===== src/rtl/int_alu_pkg.sv =====
package int_alu_pkg;

  localparam int OP_W = 5;

  typedef enum logic [OP_W-1:0] {
    OP_ADD   = 5'd0,
    OP_ADDU  = 5'd1,
    OP_SUB   = 5'd2,
    OP_SUBU  = 5'd3,
    OP_ADDI  = 5'd4,
    OP_ADDIU = 5'd5,
    OP_AND   = 5'd6,
    OP_OR    = 5'd7,
    OP_XOR   = 5'd8,
    OP_NOR   = 5'd9,
    OP_ANDI  = 5'd10,
    OP_ORI   = 5'd11,
    OP_XORI  = 5'd12,
    OP_SLL   = 5'd13,
    OP_SRL   = 5'd14,
    OP_SRA   = 5'd15,
    OP_SLLV  = 5'd16,
    OP_SRLV  = 5'd17,
    OP_SRAV  = 5'd18,
    OP_LUI   = 5'd19
  } aluOp_e;

  typedef enum logic [2:0] {
    U_NONE,
    U_ARITH,
    U_LOGIC,
    U_SHIFT,
    U_UPPER
  } unit_e;

  typedef enum logic [1:0] {
    LF_AND,
    LF_OR,
    LF_XOR,
    LF_NOR
  } logicFn_e;

  typedef struct packed {
    unit_e    unit;
    logic     useImm;
    logic     immSigned;
    logic     subtract;
    logic     trapEn;
    logicFn_e logicFn;
    logic     shLeft;
    logic     shArith;
    logic     shVar;
  } aluStrobe_t;

endpackage


===== src/rtl/int_alu_ctrl.sv =====
module int_alu_ctrl
  import int_alu_pkg::*;
(
  input  logic [OP_W-1:0] opSel,
  output aluStrobe_t      strobe
);

  always_comb begin
    strobe = '{unit: U_NONE, useImm: 1'b0, immSigned: 1'b0, subtract: 1'b0,
               trapEn: 1'b0, logicFn: LF_AND, shLeft: 1'b0, shArith: 1'b0,
               shVar: 1'b0};
    case (opSel)
      OP_ADD:   begin strobe.unit = U_ARITH; strobe.trapEn = 1'b1; end
      OP_ADDU:  begin strobe.unit = U_ARITH; end
      OP_SUB:   begin strobe.unit = U_ARITH; strobe.subtract = 1'b1; strobe.trapEn = 1'b1; end
      OP_SUBU:  begin strobe.unit = U_ARITH; strobe.subtract = 1'b1; end
      OP_ADDI:  begin
        strobe.unit = U_ARITH; strobe.useImm = 1'b1;
        strobe.immSigned = 1'b1; strobe.trapEn = 1'b1;
      end
      OP_ADDIU: begin
        strobe.unit = U_ARITH; strobe.useImm = 1'b1; strobe.immSigned = 1'b1;
      end
      OP_AND:   begin strobe.unit = U_LOGIC; strobe.logicFn = LF_AND; end
      OP_OR:    begin strobe.unit = U_LOGIC; strobe.logicFn = LF_OR;  end
      OP_XOR:   begin strobe.unit = U_LOGIC; strobe.logicFn = LF_XOR; end
      OP_NOR:   begin strobe.unit = U_LOGIC; strobe.logicFn = LF_NOR; end
      OP_ANDI:  begin strobe.unit = U_LOGIC; strobe.logicFn = LF_AND; strobe.useImm = 1'b1; end
      OP_ORI:   begin strobe.unit = U_LOGIC; strobe.logicFn = LF_OR;  strobe.useImm = 1'b1; end
      OP_XORI:  begin strobe.unit = U_LOGIC; strobe.logicFn = LF_XOR; strobe.useImm = 1'b1; end
      OP_SLL:   begin strobe.unit = U_SHIFT; strobe.shLeft = 1'b1; end
      OP_SRL:   begin strobe.unit = U_SHIFT; end
      OP_SRA:   begin strobe.unit = U_SHIFT; strobe.shArith = 1'b1; end
      OP_SLLV:  begin strobe.unit = U_SHIFT; strobe.shLeft = 1'b1; strobe.shVar = 1'b1; end
      OP_SRLV:  begin strobe.unit = U_SHIFT; strobe.shVar = 1'b1; end
      OP_SRAV:  begin strobe.unit = U_SHIFT; strobe.shArith = 1'b1; strobe.shVar = 1'b1; end
      OP_LUI:   begin strobe.unit = U_UPPER; end
      default:  ;
    endcase
  end

endmodule


===== src/rtl/int_alu_shifter.sv =====
module int_alu_shifter #(
  parameter  int DATA_W  = 32,
  localparam int SHAMT_W = $clog2(DATA_W)
) (
  input  logic [DATA_W-1:0]  value,
  input  logic [SHAMT_W-1:0] amount,
  input  logic               shLeft,
  input  logic               shArith,
  output logic [DATA_W-1:0]  shifted
);

  function automatic logic [DATA_W-1:0] bitRev(input logic [DATA_W-1:0] v);
    logic [DATA_W-1:0] r;
    for (int i = 0; i < DATA_W; i++) r[i] = v[DATA_W-1-i];
    return r;
  endfunction

  logic [DATA_W-1:0] stage [SHAMT_W+1];
  logic              fillBit;

  // Left shifts run through the right shifter on bit-reversed data.
  assign stage[0] = shLeft ? bitRev(value) : value;
  assign fillBit  = shArith & ~shLeft & value[DATA_W-1];

  for (genvar k = 0; k < SHAMT_W; k++) begin : g_stage
    localparam int STEP = 1 << k;
    assign stage[k+1] = amount[k]
      ? {{STEP{fillBit}}, stage[k][DATA_W-1:STEP]}
      : stage[k];
  end

  assign shifted = shLeft ? bitRev(stage[SHAMT_W]) : stage[SHAMT_W];


  always_comb begin
    if (shArith && !shLeft)
      sra_sign_chk: assert (shifted[DATA_W-1] == value[DATA_W-1])
        else $error("arithmetic right shift lost the sign bit");
  end


  always_comb begin
    if (shLeft)
      sll_low_chk: assert ((shifted & ~({DATA_W{1'b1}} << amount)) == '0)
        else $error("left shift did not zero-fill the low bits");
  end

endmodule


===== src/rtl/int_alu_datapath.sv =====
module int_alu_datapath
  import int_alu_pkg::*;
#(
  parameter  int DATA_W  = 32,
  parameter  int IMM_W   = 16,
  localparam int SHAMT_W = $clog2(DATA_W),
  localparam int EXT_W   = DATA_W - IMM_W
) (
  input  logic [DATA_W-1:0]  opA,
  input  logic [DATA_W-1:0]  opB,
  input  logic [IMM_W-1:0]   imm16,
  input  logic [SHAMT_W-1:0] shamt,
  input  aluStrobe_t         strobe,
  output logic [DATA_W-1:0]  result,
  output logic               zero,
  output logic               overflow
);

  logic [DATA_W-1:0]  immExt;
  logic [DATA_W-1:0]  srcB;
  logic [DATA_W-1:0]  addB;
  logic [DATA_W-1:0]  sum;
  logic [DATA_W-1:0]  logicRes;
  logic [DATA_W-1:0]  shiftRes;
  logic [DATA_W-1:0]  upperRes;
  logic [SHAMT_W-1:0] shCount;
  logic               rawOvf;

  // Immediate preparation: sign or zero extension chosen by the strobe.
  assign immExt = {{EXT_W{strobe.immSigned & imm16[IMM_W-1]}}, imm16};
  assign srcB   = strobe.useImm ? immExt : opB;

  // Shared adder; subtraction inverts B and injects the carry.
  assign addB   = strobe.subtract ? ~srcB : srcB;
  assign sum    = opA + addB + DATA_W'(strobe.subtract);
  assign rawOvf = (opA[DATA_W-1] == addB[DATA_W-1]) && (sum[DATA_W-1] != opA[DATA_W-1]);

  always_comb begin
    case (strobe.logicFn)
      LF_AND:  logicRes = opA & srcB;
      LF_OR:   logicRes = opA | srcB;
      LF_XOR:  logicRes = opA ^ srcB;
      default: logicRes = ~(opA | srcB);
    endcase
  end

  assign shCount = strobe.shVar ? opA[SHAMT_W-1:0] : shamt;

  int_alu_shifter #(.DATA_W(DATA_W)) u_shifter (
    .value   (opB),
    .amount  (shCount),
    .shLeft  (strobe.shLeft),
    .shArith (strobe.shArith),
    .shifted (shiftRes)
  );

  assign upperRes = {imm16, {EXT_W{1'b0}}};

  always_comb begin
    case (strobe.unit)
      U_ARITH: result = sum;
      U_LOGIC: result = logicRes;
      U_SHIFT: result = shiftRes;
      U_UPPER: result = upperRes;
      default: result = '0;
    endcase
  end

  assign overflow = strobe.trapEn & rawOvf;
  assign zero     = (result == '0);


  always_comb begin
    if (strobe.unit == U_UPPER)
      lui_low_chk: assert (result[EXT_W-1:0] == '0 && result[DATA_W-1:EXT_W] == imm16)
        else $error("upper-immediate result malformed");
  end


  always_comb begin
    if (strobe.unit == U_LOGIC && strobe.useImm && strobe.logicFn == LF_AND)
      andi_upper_chk: assert (result[DATA_W-1:IMM_W] == '0)
        else $error("bitwise immediate was not zero-extended");
  end

endmodule


===== src/rtl/int_alu.sv =====
module int_alu
  import int_alu_pkg::*;
#(
  parameter  int DATA_W  = 32,
  parameter  int IMM_W   = 16,
  localparam int SHAMT_W = $clog2(DATA_W)
) (
  input  logic [DATA_W-1:0]  opA,
  input  logic [DATA_W-1:0]  opB,
  input  logic [IMM_W-1:0]   imm16,
  input  logic [SHAMT_W-1:0] shamt,
  input  logic [OP_W-1:0]    opSel,
  output logic [DATA_W-1:0]  result,
  output logic               zero,
  output logic               overflow
);

  aluStrobe_t strobe;

  int_alu_ctrl u_ctrl (
    .opSel  (opSel),
    .strobe (strobe)
  );

  int_alu_datapath #(.DATA_W(DATA_W), .IMM_W(IMM_W)) u_datapath (
    .opA      (opA),
    .opB      (opB),
    .imm16    (imm16),
    .shamt    (shamt),
    .strobe   (strobe),
    .result   (result),
    .zero     (zero),
    .overflow (overflow)
  );


  always_comb begin
    if (opSel != OP_ADD && opSel != OP_SUB && opSel != OP_ADDI)
      no_overflow_chk: assert (!overflow)
        else $error("overflow raised by a non-trapping operation");
  end


  always_comb begin
    if (opSel > OP_LUI)
      undef_zero_chk: assert (result == '0 && zero)
        else $error("undefined operation produced a result");
  end

endmodule


===== config.mk =====
export PLATFORM = sky130hd
export DESIGN_NAME = int_alu
export DESIGN_NICKNAME = d
export VERILOG_FILES = /design/src/rtl/int_alu_pkg.sv /design/src/rtl/int_alu_ctrl.sv /design/src/rtl/int_alu_shifter.sv /design/src/rtl/int_alu_datapath.sv /design/src/rtl/int_alu.sv
export SDC_FILE = /design/constraint.sdc
export NUM_CORES = 1
export LEC_CHECK = 0
export ABC_AREA = 1
export ABC_CLOCK_PERIOD_IN_PS = 3900
export BUFFER_PORTS_ARGS = -buffer_cell sky130_fd_sc_hd__buf_4
export CORE_MARGIN = 4
export CORE_UTILIZATION = 29
export DETAILED_ROUTE_END_ITERATION = 7
export GPL_ROUTABILITY_DRIVEN = 0
export MAX_ROUTING_LAYER = met4
export PLACE_DENSITY_LB_ADDON = 0.25
export SETUP_SLACK_MARGIN = 0.05
export SLEW_MARGIN = 20
export SYNTH_ARGS = -nofsm -noshare
export SYNTH_HDL_FRONTEND = slang
export SYNTH_SLANG_ARGS = --single-unit

===== constraint.sdc =====
create_clock -name vclk -period 3.9
set_input_delay 0.39 -clock vclk [all_inputs]
set_output_delay 0.39 -clock vclk [all_outputs]
set_load 0.05 [all_outputs]

Yosys cells after proc, flatten, opt, wreduce, memory -nomap -nowiden
Cells that the tools add are included.
- bits in registers: 0
- input port bits: 90
- output and inout bits: 34
- logic and storage cells: 76
- add/sub/neg operators: 2
- equal/unequal tests: 27
- multiplexer cells: 21
- bitwise gates (word level): 10
- reduce and logical (&&, ||, !) cells: 16
- operator list (cell ; count):
    32-bit 2-to-1 mux ; 9
    32-bit one-hot mux with 4 select lines ; 1
    32-bit one-hot mux with 3 select lines ; 1
    32-bit NOT ; 2
    5-bit by 4-bit equality test with 1-bit output, second input constant ; 8
    32-bit by 1-bit adder with 32-bit output ; 1
    32-bit adder ; 1
    32-bit AND ; 1
    32-bit logical NOT ; 1
    32-bit OR ; 1
    32-bit XOR ; 1
    5-bit by 3-bit equality test with 1-bit output, second input constant ; 4
    5-bit equality test, second input constant ; 4
    3-bit one-hot mux with 4 select lines ; 1
    2-bit OR reduction ; 6
    6-bit OR reduction ; 2
    5-bit by 2-bit equality test with 1-bit output, second input constant ; 2
    1-bit 2-to-1 mux ; 7
    7-bit OR reduction ; 1
    3-bit by 2-bit equality test with 1-bit output, second input constant ; 2
    2-bit one-hot mux with 3 select lines ; 1
    3-bit OR reduction ; 2
    5-bit by 1-bit equality test with 1-bit output, second input constant ; 1
    5-bit logical NOT ; 1
    12 further kinds ; 15

Longest topological paths before layout
- word-level depth: 14
- depth in mapped cells: 27
- gate-level depth less buffers: 27

Modules after synthesis
A second synthesis with hierarchy kept.
- cells, all modules: 1632
- area total of the unflattened synthesis: 8448.1 µm²
- modules (own cells, without submodules) (module ; times used ; cells an instance ; area each (µm²)):
    int_alu_datapath ; 1 ; 1034 ; 5600.4
    int_alu_shifter ; 1 ; 557 ; 2631.3
    int_alu_ctrl ; 1 ; 41 ; 216.5

Least setup slack after synthesis
No wires, ideal clock.
- path type: input to output
- start: input port opSel[4]
- end: output port overflow
- arrival: 5.349 ns
- required time: 3.510 ns
- path slack: -1.839 ns
- stages: 17
- buffers on the path: 2
- path through: buf_4 -> nor2_1 -> nand2_1 -> nand3_4 -> inv_2 -> a21oi_2 -> clkbuf_1 -> a21oi_1 -> xor2_1 -> ha_1 -> a21oi_1 -> o21ai_0 -> a21oi_1 -> inv_1 -> a31oi_1 -> nand3_1 -> a2111oi_0
- cells in the longest elaborated chain, start to end: 12
- elaborated cells on any way between the ends: 26
- ends and longest elaborated chain (element ; RTL line ; source):
    from (decl) ; int_alu.sv:12 ; input logic [OP_W-1:0] opSel,
    5-bit by 3-bit equality test with 1-bit output ; int_alu_ctrl.sv:12 ; case (opSel)
    2-bit OR reduction (no source line) ; - ;
    1-bit 2-to-1 mux ; int_alu_ctrl.sv:12 ;
    1-bit AND ; int_alu_datapath.sv:30 ; assign immExt = {{EXT_W{strobe.immSigned & imm16[IMM_W-1]}}, imm16};
    32-bit 2-to-1 mux ; int_alu_datapath.sv:31 ; assign srcB = strobe.useImm ? immExt : opB;
    32-bit NOT ; int_alu_datapath.sv:34 ; assign addB = strobe.subtract ? ~srcB : srcB;
    32-bit 2-to-1 mux ; int_alu_datapath.sv:34 ;
    32-bit adder ; int_alu_datapath.sv:35 ; assign sum = opA + addB + DATA_W'(strobe.subtract);
    32-bit by 1-bit adder with 32-bit output ; int_alu_datapath.sv:35 ;
    1-bit inequality test ; int_alu_datapath.sv:36 ; assign rawOvf = (opA[DATA_W-1] == addB[DATA_W-1]) && (sum[DATA_W-1] != opA[DATA_W-1]);
    1-bit logical AND ; int_alu_datapath.sv:36 ;
    1-bit AND * ; int_alu_datapath.sv:69 ; assign overflow = strobe.trapEn & rawOvf;
    to (decl) ; int_alu.sv:15 ; output logic overflow
Mark *: on every way between the ends. The rest lies on a longest branch, timed or not.

Final worst setup path
- start: input port opSel[3]
- end: output port zero
- cells in the longest elaborated chain, start to end: 14
- elaborated cells on any way between the ends: 70
- ends and longest elaborated chain (element ; RTL line ; source):
    parallel branches: the longest is 12 deep, another holds 32-bit adder ; - ;
    32-bit one-hot mux with 4 select lines * ; int_alu_datapath.sv:60 ; case (strobe.unit)
    32-bit logical NOT * ; int_alu_datapath.sv:70 ; assign zero = (result == '0);
    to (decl) ; int_alu.sv:14 ; output logic zero,
Mark *: on every way between the ends.

==> results.json <==
{
  "place_hpwl_microns": 34400,
  "synth.lib_cells_used.distinct": 50,
  "count_of_buffering_cells_on_the_critical_path_with_inverters_included": 8,
  "swShare": 0.573,
  "crit_arrival_ns": 3.97,
  "critical-path-slowest-cell": "ha_1",
  "wire_length_after_detailed_routing_microns": 44400,
  "outcome": "complete, but fails checks",
  "cellInternalPower_mw": 1.25,
  "setup.worst_path.class": "input pin to primary output",
  "syn_inst": 1504,
  "worst_slack_ns": -0.463,
  "routed_via_density": 5.64,
  "clkbuf_count": 0,
  "layout.cells.non_filler": 2234,
  "sw_pwr_mw": 1.67,
  "period_minus_slack_ns": 4.36,
  "placedInstanceArea_sq_um": 11300,
  "final_antenna_net_count": 0,
  "powerDensity_nw_per_um2": 216,
  "critical_path.max_stage_delay_ns": 0.29,
  "flops_and_latches": 0,
  "grt.overflow.total": 0,
  "fin_area_sq_um": 13500,
  "period_utilisation_layout": 1.12,
  "globalRouteTotalUtil": 0.273,
  "static_leakage_nw": 6.83,
  "timing_worst_slew_pin_value_ns": 0.857,
  "dp_worst_setup_slack_ns": -0.748,
  "first_global_vias": 11700,
  "design.portCount": 124,
  "final_net_count": 2085,
  "std_cell_rows": 60,
  "postSynthAreaPerCell_sq_um": 5.30,
  "detailedRoute.firstPassIterationCount": 6,
  "wl_per_cell_microns": 19.9,
  "report.final.setup_viol": 14,
  "syn_nets": 1694,
  "total_standard_cell_area_after_synthesis_sq_um": 7970,
  "initial_utilization": 0.295,
  "pin_count_of_the_biggest_net_entering_global_routing": 36,
  "timing.critical_path.mode_cell": "nand2_2",
  "critical_path_required_ns": 3.51,
  "post-layout-total-power_mw": 2.92,
  "cp_top_family": "compound AO/OA/AOI/OAI gates",
  "grt_setup_unrepaired": "yes",
  "timing.max_cap.violations": 0,
  "antenna_violations_before_repair": 0,
  "hold_path_class": "input pin to primary output",
  "timing.final.hold_violations": 0,
  "fillcell_total": 2636,
  "yosysWarningCount": 0,
  "crit_path_max_fanout": 6,
  "detailroute.via_count": 12600,
  "port_buffers": 124,
  "die_width_microns": 174,
  "worst_ir_drop_vdd_mv": 0.169,
  "layout-drive-gt1-share": 0.405,
  "core-area_sq_um": 27000,
  "post-route-drc-count": 0,
  "area_delta_synth_final_pct": 69.9,
  "grt_first_pass_wirelength_microns": 64800,
  "timing.max_slew.rel_slack": 0.428,
  "clock_power_share": 0,
  "detail_route.iter0.violations": 1399,
  "cp-start-kind": "input pin",
  "dieHeight_microns": 174,
  "violations": "negative setup slack",
  "p_seq_frac": 0,
  "fin_worst_hold_slack_ns": 1.26,
  "finalMaxSlewViolations": 0,
  "comb_power_share": 1.000,
  "dpl.cell_count": 2164,
  "n_antenna_cell": 0,
  "seqCellArea_sq_um": 0,
  "critical_path.endpoint_type": "primary output",
  "floorplan.die_area_sq_um": 30200,
  "multi_input_area_sq_um": 8470,
  "fmax_mhz": 229,
  "seq_area_frac_synth": 0
}
power groups by stage:
stage               registers, mW  logic (mW)  clock network [mW]
floorplan                       0        1.30                   0
global placement                0        2.26                   0
detailed placement              0        2.29                   0
CTS                             0        2.54                   0
global route                    0        3.11                   0
finish                          0        2.92                   0
logic make-up (layout without fill, tap and decap cells):
family / count (synthesis) / in the layout / share of synthesized area
AND/OR/NAND/NOR: 885 / 885 / 0.498
buffers and inverters: 250 / 639 / 0.128
AO/OA/AOI/OAI: 234 / 234 / 0.177
adder cells (fa/ha/maj): 100 / 100 / 0.158
XOR/XNOR: 35 / 35 / 0.0384
cells in the mapped netlist, types with 2 or more instances:
master	instances	area share
nand3b_1	4	0.0038
ha_1	99	0.16
o2111ai_1	17	0.019
o21ai_2	3	0.0033
a21oi_1	79	0.050
buf_2	25	0.016
buf_1	6	0.0028
clkinv_1	2	0.00094
inv_2	10	0.0047
a31oi_1	4	0.0031
o21ai_1	2	0.0013
or2_2	6	0.0047
nor2_1	77	0.036
xor2_1	35	0.038
a22oi_1	8	0.0075
o211ai_1	5	0.0047
nand2_2	7	0.0055
nand2_1	361	0.17
a32oi_1	2	0.0022
a21boi_0	2	0.0019
nand4_1	8	0.0063
o21a_1	2	0.0019
a21o_1	5	0.0047
o22ai_1	2	0.0016
nor3_1	5	0.0031
buf_4	5	0.0047
a221oi_1	6	0.0066
a211oi_1	5	0.0047
o21ai_0	79	0.050
nor2_4	2	0.0028
buf_6	4	0.0056
a221oi_2	2	0.0038
inv_1	164	0.077
nand3_1	406	0.25
o21bai_1	4	0.0038
nand3_2	3	0.0038
nand2_4	2	0.0028
clkbuf_1	34	0.016
tightest hold or removal path: stages:
cell,delay [ns]
buf_4,0.14
nand3_4,0.08
a2111oi_4,0.09
buf_6,0.16
placed cells by master, fill, tap and decap left out, types with 9 or more instances in the layout:
cell type,synthesis,routed
nand2_4,2,10
ha_1,99,88
ha_4,0,9
nand2_2,7,59
a21oi_2,1,34
inv_2,10,17
buf_8,0,16
buf_4,5,391
buf_12,0,17
inv_1,164,153
a21oi_1,79,28
nand3_2,3,30
a21oi_4,0,18
o21ai_4,1,13
nor2_1,77,47
nor2_2,0,17
nor2_4,2,15
buf_6,4,38
o21ai_1,2,17
o21ai_2,3,26
xor2_1,35,23
nand3_1,406,368
nand2_1,361,300
o21ai_0,79,29
nand3_4,1,12
xor2_2,0,10
o2111ai_1,17,17
final cells by class:
| type | instances | area share |
|---|---|---|
| timing repair buffer | 463 | 0.293 |
| inverter | 176 | 0.0499 |
| multi-input combinational | 1254 | 0.626 |
| tap | 341 | 0.0315 |
final timing paths:
| path | startpoint | endpoint | slack (ns) | cells after the start |
|---|---|---|---|---|
| worst max-delay path | opSel[3] | zero | -0.46 | 27 |
| worst min-delay path | opA[31] | overflow | 1.26 | 4 |
through the flow:
step | setup TNS (ns) | utilization
floorplan | -0.118 | -
global placement | -6.81 | 0.419
detailed placement | -7.05 | 0.419
CTS | -0.651 | 0.462
global route | -4.03 | 0.501
finish | -2.17 | 0.501
per-layer routing:
metal,vias up,share of wire,GRT usage
met5,-,0,-
met4,0,0.071,0.131
met3,188,0.082,0.0231
met2,703,0.47,0.453
met1,5814,0.38,0.336
li1,5895,-,-
repair_timing:
item                                    4_1_cts  5_1_grt
resized for setup                           208      210
cloned                                        1        0
hold buffers                                  0        0
endpoints found under the setup margin       26       34
buffers inserted                             45       28
pin swaps                                    61       92
Note: power is estimated with default switching activity, not from simulation.
